--- src/rtl/opr_pkg.sv ---
package opr_pkg;

  typedef enum logic [1:0] {
    CLS_NONE = 2'd0,
    CLS_G1   = 2'd1,
    CLS_G2   = 2'd2
  } opr_class_e;

  typedef enum logic [2:0] {
    ROT_NONE = 3'd0,
    ROT_R1   = 3'd1,
    ROT_L1   = 3'd2,
    ROT_R2   = 3'd3,
    ROT_L2   = 3'd4,
    ROT_SWAP = 3'd5
  } rot_e;

  typedef struct packed {
    logic clr_acc;
    logic clr_lnk;
    logic inv_acc;
    logic inv_lnk;
    logic inc;
    rot_e rot;
  } g1_ctl_t;

  typedef struct packed {
    logic clr_acc;
    logic on_neg;
    logic on_zero;
    logic on_link;
    logic invert;
    logic or_sw;
    logic stop;
  } g2_ctl_t;

  localparam logic [2:0] OPR_OPCODE = 3'b111;

endpackage

--- src/rtl/opr_rst_sync.sv ---
module opr_rst_sync (
  input  logic clk,
  input  logic rst_n,
  output logic rst_sync_n
);
  logic [1:0] stage_q;

  always_ff @(posedge clk or negedge rst_n) begin
    if (!rst_n) stage_q <= 2'b00;
    else        stage_q <= {stage_q[0], 1'b1};
  end

  assign rst_sync_n = stage_q[1];
endmodule

--- src/rtl/opr_decode.sv ---
module opr_decode
  import opr_pkg::*;
#(
  parameter int DATA_W = 12
) (
  input  logic [DATA_W-1:0] instr,
  output opr_class_e        cls,
  output g1_ctl_t           g1,
  output g2_ctl_t           g2
);
  logic [2:0] rot_code;

  always_comb begin
    cls = CLS_NONE;
    if (instr[DATA_W-1 -: 3] == OPR_OPCODE) begin
      if (!instr[8])     cls = CLS_G1;
      else if (!instr[0]) cls = CLS_G2;
    end
  end

  assign rot_code = instr[3:1];

  always_comb begin
    g1.clr_acc = instr[7];
    g1.clr_lnk = instr[6];
    g1.inv_acc = instr[5];
    g1.inv_lnk = instr[4];
    g1.inc     = instr[0];
    unique case (rot_code)
      3'b100:  g1.rot = ROT_R1;
      3'b010:  g1.rot = ROT_L1;
      3'b101:  g1.rot = ROT_R2;
      3'b011:  g1.rot = ROT_L2;
      3'b001:  g1.rot = ROT_SWAP;
      default: g1.rot = ROT_NONE;
    endcase
  end

  always_comb begin
    g2.clr_acc = instr[7];
    g2.on_neg  = instr[6];
    g2.on_zero = instr[5];
    g2.on_link = instr[4];
    g2.invert  = instr[3];
    g2.or_sw   = instr[2];
    g2.stop    = instr[1];
  end
endmodule

--- src/rtl/opr_group1.sv ---
module opr_group1
  import opr_pkg::*;
#(
  parameter int DATA_W = 12
) (
  input  g1_ctl_t           ctl,
  input  logic              link_in,
  input  logic [DATA_W-1:0] acc_in,
  output logic              link_out,
  output logic [DATA_W-1:0] acc_out
);
  localparam int HALF_W = DATA_W / 2;
  localparam int FULL_W = DATA_W + 1;

  logic              lnk_clr, lnk_inv;
  logic [DATA_W-1:0] acc_clr, acc_inv;
  logic [FULL_W-1:0] word_inc, word_rot;

  always_comb begin
    lnk_clr = ctl.clr_lnk ? 1'b0 : link_in;
    acc_clr = ctl.clr_acc ? '0 : acc_in;
    lnk_inv = lnk_clr ^ ctl.inv_lnk;
    acc_inv = ctl.inv_acc ? ~acc_clr : acc_clr;
    word_inc = {lnk_inv, acc_inv} + {{(FULL_W-1){1'b0}}, ctl.inc};
  end

  always_comb begin
    unique case (ctl.rot)
      ROT_R1:   word_rot = {word_inc[0], word_inc[FULL_W-1:1]};
      ROT_L1:   word_rot = {word_inc[FULL_W-2:0], word_inc[FULL_W-1]};
      ROT_R2:   word_rot = {word_inc[1:0], word_inc[FULL_W-1:2]};
      ROT_L2:   word_rot = {word_inc[FULL_W-3:0], word_inc[FULL_W-1 -: 2]};
      ROT_SWAP: word_rot = {word_inc[FULL_W-1], word_inc[HALF_W-1:0],
                            word_inc[DATA_W-1:HALF_W]};
      default:  word_rot = word_inc;
    endcase
  end

  assign link_out = word_rot[FULL_W-1];
  assign acc_out  = word_rot[DATA_W-1:0];
endmodule

--- src/rtl/opr_group2.sv ---
module opr_group2
  import opr_pkg::*;
#(
  parameter int DATA_W = 12
) (
  input  g2_ctl_t           ctl,
  input  logic              link_in,
  input  logic [DATA_W-1:0] acc_in,
  input  logic [DATA_W-1:0] sw_in,
  output logic [DATA_W-1:0] acc_out,
  output logic              skip_out,
  output logic              halt_out
);
  logic any_hit;
  logic [DATA_W-1:0] acc_clr;

  always_comb begin
    any_hit = (ctl.on_neg  & acc_in[DATA_W-1])
            | (ctl.on_zero & (acc_in == '0))
            | (ctl.on_link & link_in);
    skip_out = any_hit ^ ctl.invert;
    acc_clr  = ctl.clr_acc ? '0 : acc_in;
    acc_out  = ctl.or_sw ? (acc_clr | sw_in) : acc_clr;
    halt_out = ctl.stop;
  end
endmodule

--- src/rtl/opr_unit.sv ---
module opr_unit
  import opr_pkg::*;
#(
  parameter int DATA_W = 12
) (
  input  logic              clk,
  input  logic              rst_n,
  input  logic              instr_valid,
  input  logic [DATA_W-1:0] instr,
  input  logic [DATA_W-1:0] switches,
  output logic              link,
  output logic [DATA_W-1:0] acc,
  output logic              skip,
  output logic              halt
);
  logic              rst_core_n;
  opr_class_e        cls;
  g1_ctl_t           g1_ctl;
  g2_ctl_t           g2_ctl;
  logic              g1_link;
  logic [DATA_W-1:0] g1_acc, g2_acc;
  logic              g2_skip, g2_halt;
  logic              state_en;
  logic              link_nxt, link_q;
  logic [DATA_W-1:0] acc_nxt, acc_q;

  opr_rst_sync u_rst (
    .clk(clk), .rst_n(rst_n), .rst_sync_n(rst_core_n)
  );

  opr_decode #(.DATA_W(DATA_W)) u_dec (
    .instr(instr), .cls(cls), .g1(g1_ctl), .g2(g2_ctl)
  );

  opr_group1 #(.DATA_W(DATA_W)) u_g1 (
    .ctl(g1_ctl), .link_in(link_q), .acc_in(acc_q),
    .link_out(g1_link), .acc_out(g1_acc)
  );

  opr_group2 #(.DATA_W(DATA_W)) u_g2 (
    .ctl(g2_ctl), .link_in(link_q), .acc_in(acc_q), .sw_in(switches),
    .acc_out(g2_acc), .skip_out(g2_skip), .halt_out(g2_halt)
  );

  assign state_en = instr_valid && (cls != CLS_NONE);

  always_comb begin
    link_nxt = link_q;
    acc_nxt  = acc_q;
    if (cls == CLS_G1) begin
      link_nxt = g1_link;
      acc_nxt  = g1_acc;
    end else if (cls == CLS_G2) begin
      acc_nxt  = g2_acc;
    end
  end

  always_ff @(posedge clk or negedge rst_core_n) begin
    if (!rst_core_n) begin
      link_q <= 1'b0;
      acc_q  <= '0;
    end else if (state_en) begin
      link_q <= link_nxt;
      acc_q  <= acc_nxt;
    end
  end

  assign link = link_q;
  assign acc  = acc_q;
  assign skip = rst_core_n && instr_valid && (cls == CLS_G2) && g2_skip;
  assign halt = rst_core_n && instr_valid && (cls == CLS_G2) && g2_halt;
endmodule

--- config.mk ---
export PLATFORM = sky130hd
export DESIGN_NAME = opr_unit
export DESIGN_NICKNAME = d
export VERILOG_FILES = /design/src/rtl/opr_pkg.sv /design/src/rtl/opr_rst_sync.sv /design/src/rtl/opr_decode.sv /design/src/rtl/opr_group1.sv /design/src/rtl/opr_group2.sv /design/src/rtl/opr_unit.sv
export SDC_FILE = /design/constraint.sdc
export NUM_CORES = 1
export LEC_CHECK = 0
export BUFFER_PORTS_ARGS = -buffer_cell sky130_fd_sc_hd__buf_2
export CAP_MARGIN = 5
export CORE_ASPECT_RATIO = 0.75
export CORE_MARGIN = 1
export CORE_UTILIZATION = 50
export CTS_CLUSTER_SIZE = 25
export DETAILED_ROUTE_END_ITERATION = 8
export HOLD_SLACK_MARGIN = 0.06
export PLACE_DENSITY = 0.72
export SLEW_MARGIN = 0
export SYNTH_ARGS = -nofsm -noshare
export SYNTH_HDL_FRONTEND = slang
export SYNTH_HIERARCHICAL = 1
export SYNTH_SLANG_ARGS = --single-unit
--- constraint.sdc ---
create_clock -name clk -period 2.25 [get_ports clk]
set_input_delay 0.3375 -clock clk [delete_from_list [all_inputs] [get_ports clk]]
set_output_delay 0.3375 -clock clk [all_outputs]
set_load 0.01 [all_outputs]
## Word-level counts from Yosys, hierarchy flattened

Cells that the tools add are included.

| word-level totals | value |
|---|---|
| input port bits | 27 |
| output and inout port bits | 15 |
| register bits | 15 |
| logic and storage cells | 47 |

| cells by class | value |
|---|---|
| mux-type cells | 11 |
| add/sub/neg operators | 1 |
| bitwise operators | 9 |
| equality and inequality tests | 13 |
| reductions and logical operators | 10 |

Operators with widths:

| operator | count |
|---|---|
| 13-bit case mux with 5 select lines | 1 |
| 12-bit two-way mux | 5 |
| 3-bit equality test (second input constant) | 5 |
| 3-bit case mux with 5 select lines | 1 |
| 13-bit by 1-bit adder with 13-bit output | 1 |
| 3-bit by 2-bit equality test with 1-bit output (second input constant) | 4 |
| 12-bit logical NOT | 1 |
| 12-bit NOT | 1 |
| 12-bit bitwise OR | 1 |
| 3-bit by 1-bit equality test with 1-bit output (second input constant) | 2 |
| 2-bit two-way mux | 3 |
| 1-bit logical AND | 5 |
| 2-bit AND reduction | 2 |
| 2-bit nonzero test | 2 |
| 1-bit bitwise AND | 3 |
| 2-bit by 1-bit equality test with 1-bit output (second input constant) | 1 |
| 2-bit equality test (second input constant) | 1 |
| 1-bit bitwise OR | 2 |
| 1-bit bitwise XOR | 2 |
| 1-bit two-way mux | 1 |

## Depth between registers and ports, before layout

| depth | value |
|---|---|
| word-level depth | 6 |
| mapped depth | 16 |
| depth with buffers taken out | 13 |

## Hierarchy

Netlist, hierarchy kept.

Modules (own cells, without submodules):

| module | seq. area each (um^2) | cells an instance | area an instance (um^2) | times used |
|---|---|---|---|---|
| opr_group1 | 0.0 | 230 | 1,502.7 | 1 |
| opr_unit | 325.3 | 49 | 775.7 | 1 |
| opr_group2 | 0.0 | 49 | 267.8 | 1 |
| opr_decode | 0.0 | 20 | 136.4 | 1 |
| opr_rst_sync | 50.0 | 3 | 53.8 | 1 |

## Worst setup path before layout

OpenSTA, ideal clock, no wires.

| timing path | value |
|---|---|
| kind | input to register |
| start | in instr[5] |
| end | reg acc_q[11] (netlist: acc[11]) |
| stages | 15 |
| required time | 2,125 ps |
| data arrival time | 3,237 ps |
| buffers on the path | 3 |
| setup time | 125 ps |
| path slack | -1,112 ps |
| cells stage by stage | buf_4 > buf_6 > buf_2 > inv_1 > xnor2_1 > ha_1 > ha_1 > nand4_1 > a222oi_1 > xnor2_1 > o21ai_1 > a22oi_1 > o211a_1 > mux2_4 > mux2_4 |

| between the ends | value |
|---|---|
| longest elaborated chain between the ends | 4 |

RTL lines:

| element | RTL line | RTL |
|---|---|---|
| start, declared | opr_unit.sv:9 | `input logic [DATA_W-1:0] instr,` |
| 12-bit two-way mux | opr_group1.sv:23 | `acc_inv = ctl.inv_acc ? ~acc_clr : acc_clr;` |
| 13-bit by 1-bit adder with 13-bit output | opr_group1.sv:24 | `word_inc = {lnk_inv, acc_inv} + {{(FULL_W-1){1'b0}}, ctl.inc};` |
| 13-bit case mux with 5 select lines | opr_group1.sv:28 | `unique case (ctl.rot)` |
| net g1_acc[11] | opr_unit.sv:21 | `logic [DATA_W-1:0] g1_acc, g2_acc;` |
| 12-bit two-way mux | opr_unit.sv:50 | `if (cls == CLS_G1) begin` |
| end signal, assigned | opr_unit.sv:64 | `acc_q <= acc_nxt;` |
| end, declared | opr_unit.sv:25 | `logic [DATA_W-1:0] acc_nxt, acc_q;` |

The timed path passes the listed nets, and every way through them passes these cells.
A chain may end at the register's enable or synchronous reset.

## Final worst setup path

| timing path | value |
|---|---|
| start | reg acc_q[0] (netlist: acc[0]) |
| end | reg acc_q[4] (netlist: acc[4]) |

| between the ends | value |
|---|---|
| longest elaborated chain between the ends | 6 |

RTL lines:

| element | RTL line | RTL |
|---|---|---|
| 12-bit two-way mux (*) | opr_group1.sv:21 | `acc_clr = ctl.clr_acc ? '0 : acc_in;` |
| 12-bit NOT | opr_group1.sv:23 |  |
| 12-bit two-way mux (*) | opr_group1.sv:23 |  |
| 13-bit by 1-bit adder with 13-bit output (*) | opr_group1.sv:24 |  |
| 13-bit case mux with 5 select lines (*) | opr_group1.sv:28 |  |
| net g1_acc[4] | opr_unit.sv:21 |  |
| 12-bit two-way mux (*) | opr_unit.sv:50 |  |

The timed path passes the listed nets; every way through them passes the cells marked *.

==> results.rst <==
.. list-table::
   :header-rows: 1

   * - Metric
     - Value
   * - Outcome
     - finished with violations
   * - Failing checks
     - setup timing
   * - I/O Pins
     - 42
   * - Area share of the largest cell type after synthesis
     - 13.7%
   * - Switching Fraction
     - 41.5%
   * - Initial antenna violation count
     - 0
   * - Total half-perimeter wirelength after legalization and detailed placement
     - 7770 um
   * - Post-layout worst setup margin
     - -803 ps
   * - Arrival time at the worst endpoint
     - 3200 ps
   * - Filler cell count in the final layout
     - 355
   * - Distinct cells, synth
     - 73
   * - Number of global-route vias before repair
     - 3,321
   * - Total count of max-transition violations in the final report
     - 0
   * - Leakage dissipation
     - 1.80 nW
   * - Xor/xnor share of the synthesized area
     - 6.40%
   * - Biggest area contributors in the synthesized netlist
     - sky130_fd_sc_hd__dfrtp_1 14%, sky130_fd_sc_hd__mux2_4 9.9%, sky130_fd_sc_hd__o21ai_0 4.6%
   * - Proportion of synthesized flip-flops having asynchronous set or reset
     - 100%
   * - Number of buffers and inverters on the critical path
     - 4
   * - Root Buffer
     - sky130_fd_sc_hd__clkbuf_8
   * - Layout overhead on the synthesized area
     - 49.1%
   * - Final GP Congestion
     - 0.947
   * - Die Span Y
     - 66.1 um
   * - Final-report setup violation count
     - 14
   * - Post-synthesis share of cell area spent on full adders, half adders and majority gates
     - 2.29%
   * - CTS clock-pin slew for the worst setup and hold paths
     - 70 ps
   * - Final Total Pwr
     - 1.45 mW
   * - DIE WIDTH
     - 87.4 um
   * - Mapped Nets
     - 383
   * - Number of port buffers
     - 41
   * - Max Clk Rate
     - 328 MHz
   * - Clk_skew
     - 0.977 ps
   * - Hold WC Path Type
     - reg -> async
   * - Final net count
     - 508
   * - Mean number of vias per cell
     - 6.49
   * - Worst-Skew Late Latency
     - 250 ps
   * - Cells traversed along the worst timing path
     - nor2b_4 > xnor2_4 > ha_4 > ha_4 > buf_4 > buf_6 > inv_6 > a2111oi_4 > xnor2_2 > a221oi_2 > buf_4 > o221ai_2 > mux2_4 > mux2_4
   * - Internal power of the cells
     - 849 uW
   * - Share of cell area taken by muxes after synthesis
     - 13.2%
   * - Required time at the worst-slack endpoint
     - 2390 ps
   * - Iter 0 DRT Violations
     - 346
   * - Maximum cell stage delay along the critical path
     - 380 ps
   * - Combinational fraction of design power
     - 62.9%
   * - Clock sink count
     - 15
   * - Total Die Area
     - 5780 um^2
   * - Via total after detailed routing
     - 3,551
   * - TritonCTS clock tree
     - yes
   * - Detailed-route DRC error count
     - 0
   * - Sum of routed wire length over all layers
     - 11,000 um
   * - Max rail drop VDD
     - 0.000271 V
   * - Number of register bits inferred by synthesis
     - 15
   * - Final global-route overflow total
     - 0
   * - Post-Synth Simple-Gate Area
     - 24.4%
   * - Site Rows
     - 22
   * - Util after Layout
     - 80.5%
   * - Final hold violation count
     - 0
   * - Synthesized-area fraction occupied by ao, oa, aoi and oai cells
     - 29.1%
   * - Mean cell area of the mapped netlist
     - 7.80 um^2
   * - Min Tclk post-route
     - 3050 ps
   * - Worst-path fanout max
     - 5
   * - Number of warnings printed during yosys synthesis
     - 6
   * - Proportion of power drawn by the clock network
     - 16.0%
   * - Starting density of the core
     - 54.0%
   * - Top Family by Delay on Critical Path
     - compound AO/OA/AOI/OAI gates
   * - Number of max-cap violations
     - 0
   * - Fraction of layout instances using a drive strength above 1
     - 49.5%
   * - Clock buffer depth
     - 2
   * - Total routing usage reported by global routing
     - 37.2%
   * - CORE AREA
     - 5060 um^2
   * - DRT Pass-1 Iters
     - 8
   * - Routed length per placed instance
     - 20.1 um
   * - Cell taking the most area after synthesis
     - sky130_fd_sc_hd__dfrtp_1
   * - RSZ-0062 raised after global routing
     - yes
   * - Antenna viol nets, final
     - 0
   * - Sequential share of power
     - 21.1%
   * - Critical Path Sink Type
     - flop
   * - Sw Pwr
     - 603 uW
   * - Largest family of logic cells by synthesized area
     - compound AO/OA/AOI/OAI gates
   * - Number of buffers added by the clock tree synthesis step
     - 3
   * - Slowest cell on crit path
     - sky130_fd_sc_hd__dfrtp_1
   * - Wire length of the first global-routing pass
     - 16,200 um
   * - Cell area power density
     - 356 nW/um^2
   * - Kind of critical path
     - reg -> reg
   * - Cell area after synthesis
     - 2740 um^2
   * - H-tree level count
     - 1
   * - Synth Instances
     - 351
   * - Ratio of final minimum period to clock period
     - 136%
   * - Number of flops mapped to enable cells by yosys
     - 0
   * - Sequential element share of the synthesized area
     - 13.7%
   * - Most frequently used flop master after synthesis
     - sky130_fd_sc_hd__dfrtp_1
   * - Pin count of the biggest net entering global routing
     - 19
   * - Startpoint types
     - flop
   * - Antenna cell count
     - 0
[worst reg2reg max path, delay by kind of cell (launching register included)]
kind            cells  cell delay (ps)
compound gates      3              730
xor+xnor            2              320
fa+ha+maj           2              330
buf+inv             4              450
flops               1              380
mux                 2              530
simple gates        1              210
[cell families (layout without fill, tap and decap cells)]
group | count (synthesis) | after routing
mux | 26 | 26
xor+xnor | 17 | 17
buf+inv | 56 | 180
compound gates | 113 | 113
simple gates | 118 | 118
flops | 15 | 15
fa+ha+maj | 5 | 5
other cells | 1 | 1
[worst paths after layout]
path	end	cells past startpoint	slack [ps]	from
min in group clk	u_rst/stage_q[1]$_DFF_PN0_	0	370	u_rst/stage_q[0]$_DFF_PN0_
setup / recovery	acc[4]$_DFFE_PN0P_	14	-800	acc[0]$_DFFE_PN0P_
hold reg to reg	link$_DFFE_PN0P_	1	250	u_rst/stage_q[1]$_DFF_PN0_
hold / removal	link$_DFFE_PN0P_	1	250	u_rst/stage_q[1]$_DFF_PN0_
max in group asynchronous	u_rst/stage_q[1]$_DFF_PN0_	2	1760	rst_n
setup reg to reg	acc[4]$_DFFE_PN0P_	14	-800	acc[0]$_DFFE_PN0P_
[final cells by class]
type | count | area (um^2) | share of cell area, %
multi-input cells | 280 | 2350 | 57.5
inverters | 22 | 95.1 | 2.33
repair buffers | 154 | 1120 | 27.5
clock buffers | 3 | 41.3 | 1.01
well taps | 72 | 90.1 | 2.21
flip-flops and latches | 15 | 377 | 9.23
clock inverters | 1 | 5.00 | 0.123
[flip-flops by register name, indices dropped and copies added (netlist names)]
name	flops
acc	12
u_rst/stage_q	2
link	1
[power groups by stage]
stage / clock [mW] / sequential [mW] / combinational (mW)
6_report: 0.233 / 0.306 / 0.914
3_3_place_gp: 0 / 0.308 / 0.760
2_1_floorplan: 0 / 0.334 / 0.446
5_1_grt: 0.250 / 0.307 / 0.957
3_5_place_dp: 0 / 0.309 / 0.779
4_1_cts: 0.234 / 0.304 / 0.822
[placed cells by master (no fill, tap or decap), types with 3 or more instances in the layout]
cell                       netlist  final
sky130_fd_sc_hd__o22ai_1         7      4
sky130_fd_sc_hd__clkbuf_8        0      3
sky130_fd_sc_hd__mux2_4         18     25
sky130_fd_sc_hd__buf_4          14    101
sky130_fd_sc_hd__a21oi_1        21     15
sky130_fd_sc_hd__nand2_1        28     27
sky130_fd_sc_hd__o211ai_1        5      5
sky130_fd_sc_hd__nand4_1         4      4
sky130_fd_sc_hd__nand3_1         5      4
sky130_fd_sc_hd__dfrtp_1        15     14
sky130_fd_sc_hd__xnor2_1        13     11
sky130_fd_sc_hd__o22ai_2         0      3
sky130_fd_sc_hd__o21ai_1         4      7
sky130_fd_sc_hd__buf_12          0      3
sky130_fd_sc_hd__ha_1            5      3
sky130_fd_sc_hd__nor2_1         28     26
sky130_fd_sc_hd__nor2b_1        13     12
sky130_fd_sc_hd__a22oi_1         8      5
sky130_fd_sc_hd__buf_6           4      8
sky130_fd_sc_hd__inv_1          20     18
sky130_fd_sc_hd__nor4_1          4      3
sky130_fd_sc_hd__a21oi_2         0      6
sky130_fd_sc_hd__buf_2           3     41
sky130_fd_sc_hd__a221o_1         3      3
sky130_fd_sc_hd__nand2b_1        3      3
sky130_fd_sc_hd__and2_1          4      4
sky130_fd_sc_hd__o21ai_0        25     20
sky130_fd_sc_hd__nor3_1          8      6
sky130_fd_sc_hd__a22oi_2         0      3
[timing repair]
| action | in CTS | in global routing |
|---|---|---|
| gates resized for setup | 19 | 33 |
| hold buffers | 1 | 0 |
| endpoints found under the setup margin | 14 | 14 |
| pin swaps | 31 | 26 |
| cloned | 0 | 0 |
| endpoints found under the hold margin | 2 | 0 |
| setup buffers | 10 | 5 |
[through the flow]
step	setup slack, ps	instances	cell area, um^2	TNS, ps	hold slack [ps]
after floorplan	-776	351	2860	-7350	41.9
after global placement	-870	528	3680	-8960	122
after detailed placement	-912	528	3680	-9840	126
after CTS	-727	542	3890	-8200	249
after global routing	-909	547	4080	-10830	279
final	-803	547	4080	-9780	248
[layer usage]
layer	routed length [um]	vias to the layer above	global-route usage, %
met5	0	-	0
met4	526	0	15.2
met3	1140	63	9.11
met2	4880	256	60.8
met1	4420	1693	46.8
li1	-	1539	-
[cells in the mapped netlist (all sizes together), types with 3 or more instances]
cell / number
mux2: 26
and2: 4
nor4: 5
dfrtp: 15
a22oi: 8
a31oi: 5
nor3: 8
nand3: 6
inv: 20
nor2: 28
a221o: 3
nor4b: 3
clkbuf: 13
nand4: 4
buf: 21
nand2: 28
o22ai: 7
ha: 5
nor2b: 13
nand2b: 3
a211oi: 5
nor3b: 3
a221oi: 4
o21ai: 29
xnor2: 15
a21oi: 21
o211ai: 5
No activity file was read; power rests on OpenSTA's default activity.
